$ cat config.mk
export PLATFORM = sky130hd
export DESIGN_NAME = fnd_frac_divider
export DESIGN_NICKNAME = d
export VERILOG_FILES = /design/src/rtl/fnd_pkg.sv /design/src/rtl/fnd_cfg_stage.sv /design/src/rtl/fnd_frac_acc.sv /design/src/rtl/fnd_swallow_ctr.sv /design/src/rtl/fnd_frac_divider.sv
export SDC_FILE = /design/constraint.sdc
export NUM_CORES = 1
export LEC_CHECK = 0
export ABC_AREA = 1
export BUFFER_PORTS_ARGS = -buffer_cell sky130_fd_sc_hd__buf_2
export CAP_MARGIN = 20
export CORE_UTILIZATION = 65
export CTS_CLUSTER_SIZE = 10
export DETAILED_ROUTE_END_ITERATION = 10
export PLACE_DENSITY_LB_ADDON = 0.05
export SLEW_MARGIN = 20
export SYNTH_ARGS = -nofsm -noshare
export SYNTH_HDL_FRONTEND = slang
export SYNTH_SLANG_ARGS = --single-unit
$ cat constraint.sdc
create_clock -name pclk_i -period 6.05 [get_ports pclk_i]
set_input_delay 0.605 -clock pclk_i [delete_from_list [all_inputs] [get_ports pclk_i]]
set_output_delay 0.605 -clock pclk_i [all_outputs]
set_load 0.005 [all_outputs]
$ cat src/rtl/fnd_pkg.sv
package fnd_pkg;
  localparam int unsigned DEF_NW        = 15;
  localparam int unsigned DEF_AW        = 12;
  localparam int unsigned DEF_NMIN      = 72;
  localparam int unsigned DEF_NMAX_INT  = 32767;
  localparam int unsigned DEF_NMAX_FRAC = 1008;
  localparam int unsigned DEF_PS_SHIFT  = 3;

  function automatic int unsigned clamp_ratio(input int unsigned r,
                                              input int unsigned lo,
                                              input int unsigned hi);
    if (r < lo)      return lo;
    else if (r > hi) return hi;
    else             return r;
  endfunction
endpackage

$ cat src/rtl/fnd_cfg_stage.sv
module fnd_cfg_stage
  import fnd_pkg::*;
#(
  parameter int unsigned NW        = DEF_NW,
  parameter int unsigned AW        = DEF_AW,
  parameter int unsigned NMIN      = DEF_NMIN,
  parameter int unsigned NMAX_INT  = DEF_NMAX_INT,
  parameter int unsigned NMAX_FRAC = DEF_NMAX_FRAC
) (
  input  logic          clk,
  input  logic          rst_n,
  input  logic          load_i,
  input  logic          frac_en_i,
  input  logic [NW-1:0] ratio_i,
  input  logic [AW-1:0] num_i,
  output logic          frac_en_o,
  output logic [NW-1:0] ratio_o,
  output logic [AW-1:0] num_o
);
  localparam logic [NW-1:0] MIN_V  = NW'(NMIN);
  localparam logic [NW-1:0] MAXI_V = NW'(NMAX_INT);
  localparam logic [NW-1:0] MAXF_V = NW'(NMAX_FRAC);

  logic          frac_q, frac_d;
  logic [NW-1:0] ratio_q, ratio_d, ratio_cl;
  logic [AW-1:0] num_q, num_d;

  always_comb begin
    ratio_cl = NW'(clamp_ratio(int'(ratio_i), NMIN,
                               frac_en_i ? NMAX_FRAC : NMAX_INT));
    frac_d  = frac_q;
    ratio_d = ratio_q;
    num_d   = num_q;
    if (load_i) begin
      frac_d  = frac_en_i;
      ratio_d = ratio_cl;
      num_d   = num_i;
    end
  end

  always_ff @(posedge clk or negedge rst_n) begin
    if (!rst_n) begin
      frac_q  <= 1'b0;
      ratio_q <= MIN_V;
      num_q   <= '0;
    end else begin
      frac_q  <= frac_d;
      ratio_q <= ratio_d;
      num_q   <= num_d;
    end
  end

  assign frac_en_o = frac_q;
  assign ratio_o   = ratio_q;
  assign num_o     = num_q;

  AST_RATIO_LEGAL: assert property (@(posedge clk) disable iff (!rst_n)
    (ratio_q >= MIN_V) && (ratio_q <= (frac_q ? MAXF_V : MAXI_V)));
endmodule

$ cat src/rtl/fnd_frac_acc.sv
module fnd_frac_acc
  import fnd_pkg::*;
#(
  parameter int unsigned AW = DEF_AW
) (
  input  logic          clk,
  input  logic          rst_n,
  input  logic          step_i,
  input  logic          frac_en_i,
  input  logic [AW-1:0] num_i,
  output logic          carry_o
);
  logic [AW-1:0] acc_q, acc_d;
  logic [AW:0]   sum;

  always_comb begin
    sum     = {1'b0, acc_q} + {1'b0, num_i};
    carry_o = frac_en_i & sum[AW];
    acc_d   = acc_q;
    if (step_i) acc_d = frac_en_i ? sum[AW-1:0] : '0;
  end

  always_ff @(posedge clk or negedge rst_n) begin
    if (!rst_n) acc_q <= '0;
    else        acc_q <= acc_d;
  end

  AST_ACC_CLEAR: assert property (@(posedge clk) disable iff (!rst_n)
    (step_i && !frac_en_i) |=> (acc_q == '0));
  AST_ACC_HOLD: assert property (@(posedge clk) disable iff (!rst_n)
    !step_i |=> $stable(acc_q));
endmodule

$ cat src/rtl/fnd_swallow_ctr.sv
module fnd_swallow_ctr
  import fnd_pkg::*;
#(
  parameter int unsigned NW       = DEF_NW,
  parameter int unsigned NMIN     = DEF_NMIN,
  parameter int unsigned PS_SHIFT = DEF_PS_SHIFT
) (
  input  logic          clk,
  input  logic          rst_n,
  input  logic [NW-1:0] next_ratio_i,
  output logic          mod_o,
  output logic          end_o
);
  localparam int unsigned CW = NW - PS_SHIFT;
  localparam logic [NW-1:0] MIN_V = NW'(NMIN);

  logic [CW-1:0]       cnt_q, cnt_d, main_q, main_d;
  logic [PS_SHIFT-1:0] swal_q, swal_d;
  logic [CW-1:0]       swal_ext;

  always_comb begin
    swal_ext = {{(CW-PS_SHIFT){1'b0}}, swal_q};
    mod_o    = cnt_q < swal_ext;
    end_o    = cnt_q == (main_q - CW'(1));
    cnt_d    = cnt_q + CW'(1);
    main_d   = main_q;
    swal_d   = swal_q;
    if (end_o) begin
      cnt_d  = '0;
      main_d = next_ratio_i[NW-1:PS_SHIFT];
      swal_d = next_ratio_i[PS_SHIFT-1:0];
    end
  end

  always_ff @(posedge clk or negedge rst_n) begin
    if (!rst_n) begin
      cnt_q  <= '0;
      main_q <= MIN_V[NW-1:PS_SHIFT];
      swal_q <= MIN_V[PS_SHIFT-1:0];
    end else begin
      cnt_q  <= cnt_d;
      main_q <= main_d;
      swal_q <= swal_d;
    end
  end

  AST_CNT_BOUND: assert property (@(posedge clk) disable iff (!rst_n)
    cnt_q < main_q);
  AST_SWALLOW_FIT: assert property (@(posedge clk) disable iff (!rst_n)
    main_q > swal_ext);
  AST_SWALLOW_ORDER: assert property (@(posedge clk) disable iff (!rst_n)
    (!mod_o && !end_o) |=> !mod_o);
  AST_PULSE_SINGLE: assert property (@(posedge clk) disable iff (!rst_n)
    end_o |=> !end_o);
endmodule

$ cat src/rtl/fnd_frac_divider.sv
module fnd_frac_divider
  import fnd_pkg::*;
#(
  parameter int unsigned NW        = DEF_NW,
  parameter int unsigned AW        = DEF_AW,
  parameter int unsigned NMIN      = DEF_NMIN,
  parameter int unsigned NMAX_INT  = DEF_NMAX_INT,
  parameter int unsigned NMAX_FRAC = DEF_NMAX_FRAC,
  parameter int unsigned PS_SHIFT  = DEF_PS_SHIFT
) (
  input  logic          pclk_i,
  input  logic          rst_ni,
  input  logic          frac_en_i,
  input  logic [NW-1:0] int_ratio_i,
  input  logic [AW-1:0] frac_num_i,
  input  logic          load_i,
  output logic          mod_sel_o,
  output logic          div_pulse_o
);
  logic [1:0]    rst_pipe;
  logic          rst_n;
  logic          stg_frac, carry, cyc_end;
  logic [NW-1:0] stg_ratio, next_ratio;
  logic [AW-1:0] stg_num;

  always_ff @(posedge pclk_i or negedge rst_ni) begin
    if (!rst_ni) rst_pipe <= 2'b00;
    else         rst_pipe <= {rst_pipe[0], 1'b1};
  end
  assign rst_n = rst_pipe[1];

  fnd_cfg_stage #(
    .NW(NW), .AW(AW), .NMIN(NMIN), .NMAX_INT(NMAX_INT), .NMAX_FRAC(NMAX_FRAC)
  ) u_cfg (
    .clk(pclk_i), .rst_n(rst_n), .load_i(load_i), .frac_en_i(frac_en_i),
    .ratio_i(int_ratio_i), .num_i(frac_num_i),
    .frac_en_o(stg_frac), .ratio_o(stg_ratio), .num_o(stg_num)
  );

  fnd_frac_acc #(.AW(AW)) u_acc (
    .clk(pclk_i), .rst_n(rst_n), .step_i(cyc_end), .frac_en_i(stg_frac),
    .num_i(stg_num), .carry_o(carry)
  );

  assign next_ratio = stg_ratio + NW'(carry);

  fnd_swallow_ctr #(.NW(NW), .NMIN(NMIN), .PS_SHIFT(PS_SHIFT)) u_ctr (
    .clk(pclk_i), .rst_n(rst_n), .next_ratio_i(next_ratio),
    .mod_o(mod_sel_o), .end_o(cyc_end)
  );

  assign div_pulse_o = cyc_end;

  AST_INT_NO_CARRY: assert property (@(posedge pclk_i) disable iff (!rst_n)
    !stg_frac |-> !carry);
  AST_RESET_QUIET: assert property (@(posedge pclk_i)
    !rst_n |-> (!mod_sel_o && !div_pulse_o));
endmodule

==> results of run 1 <==
layout by cell type, fill, tap and decap left out, drive strengths merged, types with 10 or more instances in the layout:
| cell type | synthesis | routed |
|---|---|---|
| nand2 | 250 | 250 |
| inv | 88 | 89 |
| dfrtp | 65 | 65 |
| nand3 | 62 | 62 |
| nor2 | 49 | 49 |
| buf | 10 | 33 |
| ha | 27 | 27 |
| xor2 | 25 | 25 |
| o21ai | 20 | 20 |
| a21oi | 16 | 16 |
| nor3 | 14 | 14 |
| nand4 | 12 | 12 |
| clkbuf | 4 | 10 |
worst paths after layout:
path,endpoint,startpoint,cells past startpoint,slack (ps)
worst max-delay path,div_pulse_o,u_ctr.main_q[0],14,2600
worst min-delay path,rst_pipe[1],rst_pipe[0],0,360
worst max register to register,u_ctr.main_q[5],u_acc.acc_q[0],18,2820
worst min register to register,rst_pipe[1],rst_pipe[0],0,360
max in group asynchronous,u_acc.acc_q[7],rst_pipe[1],1,5080
min in group asynchronous,u_cfg.ratio_o[13],rst_pipe[1],1,440
final cells by class:
class / count / share of cell area [%]
Tap cell: 96 / 2.327
Inverter: 88 / 6.400
Multi-Input combinational cell: 499 / 49.94
Clock inverter: 6 / 1.842
Clock buffer: 10 / 2.473
Sequential cell: 69 / 33.58
Timing Repair Buffer: 34 / 3.442
state kept, by name, indices dropped and copies added, names as in the netlist:
signal	flops
u_ctr.cnt_q	12
u_cfg.frac_en_o	1
rst_pipe	2
u_ctr.swal_q	3
u_cfg.num_o	12
u_ctr.main_q	12
u_cfg.ratio_o	15
u_acc.acc_q	12
per-layer routing:
metal	part of all wire [%]	wire [um]
met2	45	4567
met5	0	0
met3	4.6	474
met4	2.1	210
met1	49	4959
metrics by stage:
step                      hold WS (ps)  utilization (%)  instances  worst slack (ps)
after floorplan                  309.4                -        670              3181
after global placement           343.2            71.36        785              2919
after detailed placement         350.4            71.36        785              2844
after CTS                        12.69            74.58        801              2579
after global routing             371.9            74.73        802              2298
final                            363.1            74.73        802              2596
cell usage after synthesis, drive strengths merged, types with 2 or more instances:
library cell and instances:
nand2 250, inv 88, dfrtp 65, nand3 62, nor2 49, ha 27, xor2 25, o21ai 20
a21oi 16, nor3 14, nand4 12, buf 10, nand3b 5, nor4 5, xnor2 5, clkbuf 4
dfstp 4, a21o 2
cell families (layout without fill, tap and decap cells):
logic type | after synthesis | in the layout | share of synthesized area [%]
simple gates | 398 | 398 | 36.54
buf+inv | 102 | 138 | 8.937
flops | 69 | 69 | 36.59
compound gates | 42 | 42 | 4.733
xor+xnor | 30 | 30 | 5.553
fa+ha+maj | 28 | 28 | 7.562
other cells | 1 | 1 | 0.07925
repair_timing:
action / CTS / global route
endpoints found under the hold margin: 0 / 2
hold buffers: 0 / 1
setup endpoints to repair: 0 / 0
gates resized for setup: 0 / 0
power by group:
part	internal [uW]	switching, uW	leakage, uW
clock	236	185	0.000111
combinational	61.0	110	0.00207
sequential	484	17.1	0.000756
==> out/qor.yml, run 1 <==
outcome: "finished clean"
core_area_sq_um: 6907
routedWlPerCell_um: 12.73
cts_max_level: 3
worstMarginPinSlew_ps: 947.1
grtUsageTotal_pct: 29.99
grtUsageMet2_pct: 48.58
gr-max-usage-layer: "met2"
cts_tree: "yes"
placed_cell_area_sq_um: 4928
ys_top_cells_by_area: "dfrtp_1, nand2_1, ha_1"
grt_overflow: 0
min_period_ps: 3454
irDropWorstVdd_mv: 0.1175
met3_usage_pct: 6.351
ioPinCount: 33
synthArstFlopShare_pct: 100.0
multi_input_area_sq_um: 2577
cts_buffer_depth: 2
n_antenna_cell: 0
worst_setup_path_start_kind: "flip-flop"
dr_total_vias: 4267
routabilityCongestion: 0.8979
antenna_found_initial: 0
final_cell_area_sq_um: 5161
drive_gt1_share_pct: 9.915
hold_viol_final: 0
synth.distinct_cells: 35
fmax_mhz: 289.5
grt_max_degree: 68
rsz0062_at_grt: "no"
initial_core_util_pct: 68.51
p_per_area_nw_per_um2: 211.7
drv_cap: 0
finClkSkew_ps: 12.09
post_cts_buffers: 0
synth_top_area_share_pct: 34.37
fin_crit_sh_pct: 57.08
synth_edf_count: 0
ys_ff_latch: 69
drv_slew: 0
slowest_stage: "dfstp_2"
wl_um: 10210
cp_top_family: "simple AND/OR/NAND/NOR gates"
synth_flop_cell: "dfrtp_1"
syn_area_per_cell_sq_um: 7.063
port_buffers: 32
yosys_warnings: 0
met1_usage_pct: 39.83
p_leak_uw: 0.002937
rows: 30
critical_path_class: "flip-flop to primary output"
finalSetupViolCount: 0
fill_cells: 558
final_nets: 760
numCtsBuffers: 9
power.total_uw: 1093
regArea_sq_um: 1733
setup-tns-final_ps: 0
synth_seq_area_share_pct: 36.59
grt_pass1_vias: 3995
syn_to_final_growth_pct: 9.069
slowest_delay_ps: 560
min_path_type: "flip-flop to flip-flop"
die_area_sq_um: 7626
drtAntennaViolNets: 0
die_w_um: 87.33
grt_pass1_wl_um: 17680
viasPerCell: 5.320
dpl.hpwl_um: 7354
crit_chain: "inv_1 > ha_1 > nand2_1 > inv_1 > nand3_1 > nor2_1 > nand2_1 > nand2_1 > nor2_2 > nand2_2 > nor2_8 > nand2_4 > inv_1 > buf_2"
insertion_delay_ps: 360
synth_nets: 729
yosys.area.top_type: "dfrtp_1"
slew_headroom_pct: 36.86
die_h_um: 87.33
drt-pass1-iter-count: 5
cts_num_sinks: 69
dr.first_iter.drc_count: 208
critPathMaxFanout: 36
path_clk_slew_ps: 80
arrival_ps: 2850
cts_root_buffer: "clkbuf_8"
synth_cells: 670
drc: 0
syn_area_sq_um: 4732
cp-end-kind: "primary output"
crit_buf_inv: 4
critPathRequiredTime_ps: 5440
Note: power is estimated with default switching activity, not from simulation.
==> run 2, diff against run 1 <==
--- a/config.mk
+++ b/config.mk
@@ -8,7 +8,7 @@
 export ABC_AREA = 1
 export BUFFER_PORTS_ARGS = -buffer_cell sky130_fd_sc_hd__buf_2
 export CAP_MARGIN = 20
-export CORE_UTILIZATION = 65
+export CORE_UTILIZATION = 55
 export CTS_CLUSTER_SIZE = 10
 export DETAILED_ROUTE_END_ITERATION = 10
 export PLACE_DENSITY_LB_ADDON = 0.05
==> constraint.sdc (replaced) <==
create_clock -name pclk_i -period 3 [get_ports pclk_i]
set_input_delay 0.3 -clock pclk_i [delete_from_list [all_inputs] [get_ports pclk_i]]
set_output_delay 0.3 -clock pclk_i [all_outputs]
set_load 0.005 [all_outputs]
==> run 2 against run 1 <==
Against the previous run:
- die area grew 18%
- setup slack lost 2400 ps
- hold slack lost 220 ps
- flip-flop and latch count is the same
- non-clock buffer count grew 12
==> out/qor.yml, run 2 (same netlist as run 1, synthesis figures left out) <==
path_clk_slew_ps: 80  # about the same
cts_buffer_depth: 2  # unchanged
final_core_util_pct: 65.26  # -9.5 points
dr.first_iter.drc_count: 259  # +25%
dpl.hpwl_um: 7833  # +6.5%
rsz0062_at_grt: "yes"
drv_slew: 0  # unchanged
drive_gt1_share_pct: 13.79  # +3.9 points
finalWorstSetupSlack_ps: 166.4  # -2430 ps
cp_top_family: "adder cells"
worstMarginPinSlew_ps: 836.3  # -110.8 ps
pre_cts_ws_ps: 40.66  # -2803 ps
p_leak_uw: 0.002978  # +1.4%
min_period_ps: 2834
outcome: "finished clean"
antenna_found_initial: 0  # unchanged
cpMostUsedCell: "inv_1"
dr_total_vias: 4237  # -0.70%
power.total_uw: 2196  # +100%
final_common_cell: "nand2_1"
initial_core_util_pct: 57.30  # -11 points
die_h_um: 94.76  # +8.5%
cts_tree: "yes"
grt_pass1_wl_um: 18000  # +1.8%
critical_path_class: "flip-flop to flip-flop"
die_w_um: 94.76  # +8.5%
slowest_stage: "dfrtp_1"
grt_max_degree: 68  # unchanged
largest_reg_flops: 15  # unchanged
cp-end-kind: "flip-flop"
critPathMaxFanout: 5  # -86%
slowest_delay_ps: 360  # -200 ps
fin_crit_sh_pct: 94.45
core_area_sq_um: 8258  # +20%
die_area_sq_um: 8979  # +18%
grt_pass1_vias: 3912  # -2.1%
cp_num_cells: 19  # +5
drv_cap: 0  # unchanged
min_path_type: "input port to flip-flop"
fill_cells: 742  # +33%
drt-pass1-iter-count: 5  # unchanged
final_cell_mix: "nand2_1, inv_1, dfrtp_1"
wl_um: 10760  # +5.4%
multi_input_area_sq_um: 2716  # +5.4%
numCtsBuffers: 9  # unchanged
rows: 33  # +10%
hold_viol_final: 0  # unchanged
drc: 0  # unchanged
holdPathStages: 3  # +3
final_nets: 772  # +1.6%
viasPerCell: 5.148  # -3.2%
ff2ff_path_depth: 19  # +1
irDropWorstVdd_mv: 0.1769  # +51%
fmax_mhz: 352.9
drtAntennaViolNets: 0  # unchanged
crit_chain: "ha_2 > inv_1 > fa_2 > inv_1 > nand3_1 > nand3_2 > nand2_1 > a21boi_1 > o21ai_1 > inv_1 > ha_4 > ha_4 > nand3_2 > nor3_2 > buf_4 > nand4_1 > xor2_1 > nand3_1 > nand2_1"
finClkSkew_ps: 10.90  # -1.193 ps
finalSetupViolCount: 0  # unchanged
cts_max_level: 3  # unchanged
grtUsageTotal_pct: 25.69  # -4.3 points
routabilityCongestion: 0.8939  # -0.45%
grt_overflow: 0  # unchanged
p_per_area_nw_per_um2: 407.5  # +92%
n_antenna_cell: 0  # unchanged
regArea_sq_um: 1733  # unchanged
worst_setup_path_start_kind: "flip-flop"
critPathRequiredTime_ps: 3240  # -2200 ps
port_buffers: 32  # unchanged
setup-tns-final_ps: 0  # unchanged
slew_headroom_pct: 44.25  # +7.4 points
insertion_delay_ps: 350  # about the same
ioPinCount: 33  # unchanged
routedWlPerCell_um: 13.08  # +2.7%
arrival_ps: 3070  # +220 ps
cts_root_buffer: "clkbuf_8"
syn_to_final_growth_pct: 13.88
cts_num_sinks: 69  # unchanged
crit_buf_inv: 4  # unchanged
run 2: what timing repair did:
| action | 4_1_cts | 5_1_grt |
|---|---|---|
| endpoints found under the hold margin | 2 | 0 |
| setup buffers | 0 | 1 |
| endpoints found under the setup margin | 0 | 10 |
| resized for setup | 0 | 23 |
| hold buffers | 1 | 0 |
run 2: final timing paths:
| kind | end | start | slack [ps] |
|---|---|---|---|
| worst max-delay path | u_ctr.main_q[9] | u_acc.acc_q[0] | 170 |
| worst min-delay path | u_cfg.num_o[5] | frac_num_i[5] | 150 |
| worst max register to register | u_ctr.main_q[9] | u_acc.acc_q[0] | 170 |
| worst min register to register | rst_pipe[1] | rst_pipe[0] | 360 |
| max in group asynchronous | u_ctr.cnt_q[5] | rst_pipe[1] | 2000 |
| min in group asynchronous | rst_pipe[1] | rst_ni | 260 |
run 2: report_power, final:
part | internal [uW] | switching, uW | leakage (uW)
Clock | 429 | 366 | 0.000102
Combinational | 151 | 233 | 0.00212
Sequential | 975 | 42.1 | 0.000756
run 2: metal layers:
metal | GRT usage, % | part of all wire, % | up-vias
met1 | 36.70 | 49 | 1912
met3 | 3.060 | 4.2 | 15
met4 | 8.965 | 1.6 | 0
met2 | 40.05 | 45 | 102
li1 | - | - | 2208
met5 | 0 | 0 | -
run 2: worst reg2reg max path, stage by stage (launching register included):
cell and delay (ps):
dfrtp_1 360, ha_2 180, inv_1 50, fa_2 330, inv_1 80, nand3_1 90, nand3_2 90, nand2_1 70
a21boi_1 140, o21ai_1 90, inv_1 120, ha_4 160, ha_4 140, nand3_2 100, nor3_2 180, buf_4 150
nand4_1 90, xor2_1 170, nand3_1 80, nand2_1 50
run 2: through the flow:
| stage | instances | hold slack [ps] | area (sq um) |
|---|---|---|---|
| after floorplan | 670 | 4.409 | 4732 |
| after detailed placement | 805 | 85.26 | 5022 |
| after global placement | 805 | 84.19 | 5022 |
| final | 823 | 145.2 | 5389 |
| after global routing | 823 | 151.2 | 5389 |
| after CTS | 822 | 135.8 | 5243 |
run 2: layout make-up:
type | count | share of cell area, %
Sequential cell | 69 | 32.16
Clock inverter | 5 | 1.091
Inverter | 88 | 6.130
Clock buffer | 11 | 2.809
Multi-Input combinational cell | 499 | 50.41
Timing Repair Buffer | 46 | 4.969
Tap cell | 105 | 2.438
